**src/rtl/eeb_pkg.sv**
```systemverilog
package eeb_pkg;
   typedef enum logic [2:0] {
      ST_IDLE, ST_RD, ST_WR, ST_LO, ST_HI, ST_DAT
   } eeb_state_t;

   typedef enum logic [1:0] {
      OP_NONE, OP_RD, OP_WR, OP_BURST
   } eeb_op_t;

   // register indices
   localparam int unsigned REG_CTRL = 0;
   localparam int unsigned REG_ADDR = 1;
   localparam int unsigned REG_DATA = 2;
   localparam int unsigned REG_BASE = 3;

   // control bit positions
   localparam int unsigned CB_WR    = 0;
   localparam int unsigned CB_RD    = 1;
   localparam int unsigned CB_BURST = 2;
   localparam int unsigned CB_BUSY  = 3;
endpackage

```
**src/rtl/eeb_regfile.sv**
```systemverilog
module eeb_regfile
   import eeb_pkg::*;
#(
   parameter int unsigned EE_AW  = 12,
   parameter int unsigned BASE_W = 9,
   parameter int unsigned DW     = 32,
   parameter int unsigned RAW    = 2
) (
   input  logic              clk,
   input  logic              rst_n,
   input  logic              reg_wr,
   input  logic [RAW-1:0]    reg_addr,
   input  logic [DW-1:0]     reg_wdata,
   output logic [DW-1:0]     reg_rdata,
   input  eeb_state_t        state,
   input  logic              busy,
   input  logic              rd_done,
   input  logic [7:0]        rd_byte,
   output logic [EE_AW-1:0]  addr_q,
   output logic [7:0]        data_q,
   output logic [BASE_W-1:0] base_q,
   output eeb_op_t           start_op
);
   localparam logic [RAW-1:0] IX_CTRL = RAW'(REG_CTRL);
   localparam logic [RAW-1:0] IX_ADDR = RAW'(REG_ADDR);
   localparam logic [RAW-1:0] IX_DATA = RAW'(REG_DATA);
   localparam logic [RAW-1:0] IX_BASE = RAW'(REG_BASE);

   logic wr_ok;
   logic unused_wdata;

   assign wr_ok        = reg_wr && !busy;
   assign unused_wdata = ^reg_wdata;

   // request decode with fixed priority: read, write, burst
   always_comb begin
      start_op = OP_NONE;
      if (wr_ok && reg_addr == IX_CTRL) begin
         if (reg_wdata[CB_RD])         start_op = OP_RD;
         else if (reg_wdata[CB_WR])    start_op = OP_WR;
         else if (reg_wdata[CB_BURST]) start_op = OP_BURST;
      end
   end

   always_ff @(posedge clk or negedge rst_n) begin
      if (!rst_n) begin
         addr_q <= '0;
         data_q <= '0;
         base_q <= '0;
      end else begin
         if (wr_ok && reg_addr == IX_ADDR) addr_q <= reg_wdata[EE_AW-1:0];
         if (wr_ok && reg_addr == IX_BASE) base_q <= reg_wdata[BASE_W-1:0];
         if (wr_ok && reg_addr == IX_DATA) data_q <= reg_wdata[7:0];
         else if (rd_done)                 data_q <= rd_byte;
      end
   end

   always_comb begin
      reg_rdata = '0;
      case (reg_addr)
         IX_CTRL: begin
            reg_rdata[CB_WR]    = (state == ST_WR);
            reg_rdata[CB_RD]    = (state == ST_RD);
            reg_rdata[CB_BURST] = (state == ST_LO) || (state == ST_HI) ||
                                  (state == ST_DAT);
            reg_rdata[CB_BUSY]  = busy;
         end
         IX_ADDR: reg_rdata[EE_AW-1:0]  = addr_q;
         IX_DATA: reg_rdata[7:0]        = data_q;
         IX_BASE: reg_rdata[BASE_W-1:0] = base_q;
         default: reg_rdata = '0;
      endcase
   end
endmodule

```
**src/rtl/eeb_engine.sv**
```systemverilog
module eeb_engine
   import eeb_pkg::*;
#(
   parameter int unsigned EE_AW = 12
) (
   input  logic             clk,
   input  logic             rst_n,
   input  eeb_op_t          start_op,
   input  logic [EE_AW-1:0] addr_q,
   input  logic [7:0]       data_q,
   input  logic             ee_ack,
   input  logic [7:0]       ee_rdata,
   output eeb_state_t       state,
   output logic             ee_req,
   output logic             ee_we,
   output logic [EE_AW-1:0] ee_addr,
   output logic [7:0]       ee_wdata,
   output logic             rd_done,
   output logic             rec_fire,
   output logic [15:0]      rec_addr
);
   localparam logic [EE_AW-1:0] ONE = EE_AW'(1);

   eeb_state_t       state_q;
   logic [EE_AW-1:0] ptr_q;
   logic [7:0]       lo_q, hi_q;
   logic             single;

   assign state    = state_q;
   assign single   = (state_q == ST_RD) || (state_q == ST_WR);
   assign ee_req   = (state_q != ST_IDLE);
   assign ee_we    = (state_q == ST_WR);
   assign ee_addr  = single ? addr_q : ptr_q;
   assign ee_wdata = data_q;
   assign rd_done  = (state_q == ST_RD) && ee_ack;
   assign rec_fire = (state_q == ST_DAT) && ee_ack;
   assign rec_addr = {hi_q, lo_q};

   always_ff @(posedge clk or negedge rst_n) begin
      if (!rst_n) begin
         state_q <= ST_IDLE;
         ptr_q   <= '0;
         lo_q    <= '0;
         hi_q    <= '0;
      end else begin
         case (state_q)
            ST_IDLE: begin
               case (start_op)
                  OP_RD:    state_q <= ST_RD;
                  OP_WR:    state_q <= ST_WR;
                  OP_BURST: state_q <= ST_LO;
                  default:  state_q <= ST_IDLE;
               endcase
            end
            ST_RD, ST_WR: begin
               if (ee_ack) begin
                  ptr_q   <= addr_q + ONE;
                  state_q <= ST_IDLE;
               end
            end
            ST_LO: begin
               if (ee_ack) begin
                  lo_q    <= ee_rdata;
                  ptr_q   <= ptr_q + ONE;
                  state_q <= ST_HI;
               end
            end
            ST_HI: begin
               if (ee_ack) begin
                  hi_q  <= ee_rdata;
                  ptr_q <= ptr_q + ONE;
                  if ({ee_rdata, lo_q} == 16'hFFFF) state_q <= ST_IDLE;
                  else                              state_q <= ST_DAT;
               end
            end
            ST_DAT: begin
               if (ee_ack) begin
                  ptr_q   <= ptr_q + ONE;
                  state_q <= ST_LO;
               end
            end
            default: state_q <= ST_IDLE;
         endcase
      end
   end
endmodule

```
**src/rtl/eeb_memport.sv**
```systemverilog
module eeb_memport #(
   parameter int unsigned BASE_W = 9,
   parameter int unsigned LOW_W  = 15
) (
   input  logic                    clk,
   input  logic                    rst_n,
   input  logic                    rec_fire,
   input  logic [LOW_W-1:0]        rec_low,
   input  logic [7:0]              rec_byte,
   input  logic [BASE_W-1:0]       base_q,
   output logic                    mem_we,
   output logic [BASE_W+LOW_W-1:0] mem_addr,
   output logic [7:0]              mem_wdata
);
   localparam int unsigned MEM_AW = BASE_W + LOW_W;

   logic [MEM_AW-1:0] full_addr;

   // base supplies the upper field, the record the lower field
   genvar gi;
   generate
      for (gi = 0; gi < MEM_AW; gi++) begin : g_abit
         if (gi < LOW_W) begin : g_low
            assign full_addr[gi] = rec_low[gi];
         end else begin : g_base
            assign full_addr[gi] = base_q[gi-LOW_W];
         end
      end
   endgenerate

   always_ff @(posedge clk or negedge rst_n) begin
      if (!rst_n) begin
         mem_we    <= 1'b0;
         mem_addr  <= '0;
         mem_wdata <= '0;
      end else begin
         mem_we <= rec_fire;
         if (rec_fire) begin
            mem_addr  <= full_addr;
            mem_wdata <= rec_byte;
         end
      end
   end
endmodule

```
**src/rtl/eeprom_burst_loader.sv**
```systemverilog
module eeprom_burst_loader
   import eeb_pkg::*;
#(
   parameter int unsigned EE_AW  = 12,
   parameter int unsigned BASE_W = 9,
   parameter int unsigned LOW_W  = 15,
   parameter int unsigned DW     = 32,
   parameter int unsigned RAW    = 2
) (
   input  logic                    clk,
   input  logic                    rst_n,
   input  logic                    reg_wr,
   input  logic [RAW-1:0]          reg_addr,
   input  logic [DW-1:0]           reg_wdata,
   output logic [DW-1:0]           reg_rdata,
   output logic                    ee_req,
   output logic                    ee_we,
   output logic [EE_AW-1:0]        ee_addr,
   output logic [7:0]              ee_wdata,
   input  logic                    ee_ack,
   input  logic [7:0]              ee_rdata,
   output logic                    mem_we,
   output logic [BASE_W+LOW_W-1:0] mem_addr,
   output logic [7:0]              mem_wdata
);
   generate
      if (EE_AW < 1 || EE_AW > 16) begin : g_bad_ee_aw
         $error("EE_AW must lie in 1..16");
      end
      if (LOW_W < 9 || LOW_W > 15) begin : g_bad_low_w
         $error("LOW_W must lie in 9..15");
      end
      if (BASE_W < 1 || BASE_W > DW) begin : g_bad_base_w
         $error("BASE_W must lie in 1..DW");
      end
      if (DW < 16 || RAW < 2) begin : g_bad_bus
         $error("DW must be at least 16 and RAW at least 2");
      end
   endgenerate

   eeb_state_t       state;
   eeb_op_t          start_op;
   logic             busy;
   logic             rd_done;
   logic             rec_fire;
   logic [15:0]      rec_addr;
   logic [EE_AW-1:0] addr_q;
   logic [7:0]       data_q;
   logic [BASE_W-1:0] base_q;
   logic             unused_rec;

   assign busy       = (state != ST_IDLE);
   assign unused_rec = ^rec_addr;

   eeb_regfile #(.EE_AW(EE_AW), .BASE_W(BASE_W), .DW(DW), .RAW(RAW)) u_regs (
      .clk       (clk),
      .rst_n     (rst_n),
      .reg_wr    (reg_wr),
      .reg_addr  (reg_addr),
      .reg_wdata (reg_wdata),
      .reg_rdata (reg_rdata),
      .state     (state),
      .busy      (busy),
      .rd_done   (rd_done),
      .rd_byte   (ee_rdata),
      .addr_q    (addr_q),
      .data_q    (data_q),
      .base_q    (base_q),
      .start_op  (start_op)
   );

   eeb_engine #(.EE_AW(EE_AW)) u_eng (
      .clk      (clk),
      .rst_n    (rst_n),
      .start_op (start_op),
      .addr_q   (addr_q),
      .data_q   (data_q),
      .ee_ack   (ee_ack),
      .ee_rdata (ee_rdata),
      .state    (state),
      .ee_req   (ee_req),
      .ee_we    (ee_we),
      .ee_addr  (ee_addr),
      .ee_wdata (ee_wdata),
      .rd_done  (rd_done),
      .rec_fire (rec_fire),
      .rec_addr (rec_addr)
   );

   eeb_memport #(.BASE_W(BASE_W), .LOW_W(LOW_W)) u_mem (
      .clk       (clk),
      .rst_n     (rst_n),
      .rec_fire  (rec_fire),
      .rec_low   (rec_addr[LOW_W-1:0]),
      .rec_byte  (ee_rdata),
      .base_q    (base_q),
      .mem_we    (mem_we),
      .mem_addr  (mem_addr),
      .mem_wdata (mem_wdata)
   );
endmodule

```
**config.mk**
```make
export PLATFORM = sky130hd
export DESIGN_NAME = eeprom_burst_loader
export DESIGN_NICKNAME = d
export VERILOG_FILES = /design/src/rtl/eeb_pkg.sv /design/src/rtl/eeb_regfile.sv /design/src/rtl/eeb_engine.sv /design/src/rtl/eeb_memport.sv /design/src/rtl/eeprom_burst_loader.sv
export SDC_FILE = /design/constraint.sdc
export NUM_CORES = 1
export LEC_CHECK = 0
export BUFFER_PORTS_ARGS = -buffer_cell sky130_fd_sc_hd__buf_2
export CORE_ASPECT_RATIO = 1.25
export CORE_UTILIZATION = 35
export CTS_CLUSTER_DIAMETER = 80
export DETAILED_ROUTE_END_ITERATION = 8
export PLACE_DENSITY = 0.59
export SETUP_SLACK_MARGIN = 0.2
export SYNTH_ARGS = -nofsm -noshare
export SYNTH_HDL_FRONTEND = slang
export SYNTH_HIERARCHICAL = 1
export SYNTH_SLANG_ARGS = --single-unit
```
**constraint.sdc**
```tcl
create_clock -name clk -period 2.7 [get_ports clk]
set_input_delay 0.27 -clock clk [delete_from_list [all_inputs] [get_ports clk]]
set_output_delay 0.27 -clock clk [all_outputs]
set_load 0.05 [all_outputs]
```
==> key figures <==
Status
  • Outcome: finished clean

Die
  • Row Count: slightly below 50
  • Die W: roughly 110 um
  • Core Region: ~0.014 mm2
  • Starting density of the core: 35.7%
  • Die height: approximately 140 um
  • Ports: 133
  • Die ar.: ~0.015 mm2

Global routing
  • Initial antenna violation count: 0
  • Gr usage total: 17.8%
  • GRT met2 Usage: between 20% and 30%
  • GRT overflow: 0
  • Global route hottest layer: met2
  • Global-route wire length before repair: between 15000 and 20000 um
  • Global Route met3 Usage: approximately 4.8%
  • Pin count of the biggest net entering global routing: 43
  • Vias in the first global route: between 3000 and 4000
  • GRT met1 Usage: between 20% and 30%

Power and ir drop
  • Post-layout power: ~8800 uW
  • Clk pwr share: roughly 16%
  • Pint: approximately 4600 uW
  • Part of the power in registers: between 20% and 30%
  • Psw: approximately 4300 uW
  • Leakage: about 0.0028 uW
  • Maximum vdd drop: roughly 0.90 mV
  • Net Sw Frac: about half
  • PD cells: ~1500 mW/mm2
  • Comb power frac: 54.6%

Timing
  • RSZ-0062 raised after global routing: false
  • Achievable Freq: about 420 MHz
  • Final Skew: between 0.007 and 0.008 ns
  • Final hold viol count: 0
  • Relative slew margins: 62.6%
  • Final Slew Violations: 0
  • Final period utilization: between 80 and 90%
  • Final setup viols: 0
  • Setup TNS: 0 ns
  • Worst-Margin Slew: 0.560 ns
  • Crit path time final: 2.40 ns

Critical path
  • Crit path capture type: output port
  • WS Path Type: flop to output port
  • CP required: about 2.4 ns
  • Worst setup SP type: flop
  • WP data arrival: between 2 and 2.5 ns
  • CP top delay family: multiplexers
  • WP buf/inv: 2
  • Crit path largest cell delay: around 0.46 ns
  • Crit path max fanout: 19
  • Slowest CP cell: mux4_2
  • CP Cell Sequence: buf_4 -> or3_1 -> mux4_2 -> buf_2

Route
  • Remaining DRCs: 0
  • Final ANT Viol Nets: 0
  • Initial DRT Pass Iterations: 4
  • Routed len/inst: roughly 18 um
  • First DRT Iteration DRCs: slightly below 300
  • Post-Route WL: around 12000 um
  • Vias: roughly 3500
  • Via density: 5.09

Place
  • Global placement routability congestion: 0.821
  • DP Cell Count: 678
  • Hpwl dp: roughly 9000 um
  • I/O Buffers: 92

Clock tree
  • Worst-path clk slew: around 0.07 ns
  • CTS Buf Count: 9
  • H-tree depth: 3
  • Clk Tree Root Cell: clkbuf_16
  • CTS tree: built
  • Clock sinks: 92
  • Clock tree buffer depth: 2
  • Clk_lat worst skew: 0.35 ns

Cells and area
  • Layout cells sized above 1: 47.2%
  • N_diodes: 0
  • Nets: 561
  • Layout fillers: 1390
  • Post-Layout Cell Count: between 600 and 700
  • Syn-to-layout area delta: 17.3%

Logic synthesis
  • Synth Area per Inst: around 12 um2
  • Post-Synthesis Cells: between 400 and 500
  • Post-Synthesis Cell Area: about 0.005 mm2
  • Synth Warn #: 6

Hold path
  • Worst hold path class: input port to flop

Run
  • Max_cap viols: 0
-- worst paths after layout --
path	end	slack, ns	depth (start not counted)	startpoint
min in group asynchronous	u_regs/addr_q[9]	0.45	2	rst_n
setup reg to reg	u_eng/ptr_q[10]	0.34	11	u_eng/state[0]
setup / recovery	reg_rdata[3]	0.30	4	u_eng/state[1]
hold reg to reg	u_mem/mem_addr[21]	0.50	1	u_mem/mem_addr[21]
max in group asynchronous	u_mem/mem_addr[23]	1.55	3	rst_n
hold / removal	u_regs/addr_q[11]	0.15	2	reg_wdata[11]
-- worst register-to-register path: cells and delay by family, from the launching register on --
kind | cells | cell delay, ns
adders and majority gates | 1 | 0.19
AOI/OAI and AO/OA | 2 | 0.18
muxes | 1 | 0.34
DFF | 1 | 0.35
buffers and inverters | 2 | 0.38
and+or+nand+nor | 5 | 0.79
-- state kept, by name, indices dropped and copies added, names as in the netlist, 3 cells and up --
| name | count |
|---|---|
| u_eng/hi_q | 7 |
| u_eng/lo_q | 8 |
| u_eng/ptr_q | 12 |
| u_eng/state | 3 |
| u_mem/mem_addr | 24 |
| u_mem/mem_wdata | 8 |
| u_regs/addr_q | 12 |
| u_regs/base_q | 9 |
| u_regs/data_q | 8 |
-- layer usage --
metal,up-vias,share of wire (%)
met5,-,0
met4,0,2.0
met3,17,6.6
met2,117,48
met1,1761,44
li1,1654,-
-- cell type report --
class | instances | area, um2 | area share, %
Clock inverter | 6 | 91.3 | 1.52
Sequential cell | 92 | 2300 | 38.3
Inverter | 6 | 22.5 | 0.375
Timing Repair Buffer | 115 | 638 | 10.6
Tap cell | 178 | 223 | 3.71
Clock buffer | 10 | 229 | 3.81
Multi-Input combinational cell | 290 | 2500 | 41.6
-- power groups by stage --
stage	clock network, uW	registers (uW)	logic (uW)
global route	1470	2720	5130
floorplan	0	3250	3180
finish	1380	2630	4820
CTS	1410	2620	4810
global placement	0	2600	4740
detailed placement	0	2630	4800
-- cells in the final DEF, fill, tap and decap left out, drive strengths merged, types with 9 or more instances in the layout --
master and count:
inv 9, dfrtp 92, mux2 85, o21ai 23, a21oi 10, mux2i 15
nor2 11, nand2 34, clkbuf 10, buf 114, conb 20
-- through the flow --
step | setup slack [ns] | util [%] | hold WS [ns] | instance area, um2
floorplan | 0.333 | - | -0.0256 | 5190
global placement | 0.365 | 39.3 | 0.287 | 5640
detailed placement | 0.316 | 39.3 | 0.289 | 5640
CTS | 0.281 | 41.6 | 0.146 | 5970
global route | 0.205 | 41.9 | 0.155 | 6010
finish | 0.299 | 41.9 | 0.153 | 6010
-- timing repair --
action	CTS	global route
setup endpoints to repair	0	3
hold buffers	1	0
endpoints found under the hold margin	39	0
buffers inserted	0	2
resized for setup	0	7
Power figures use the tool's default switching activity.
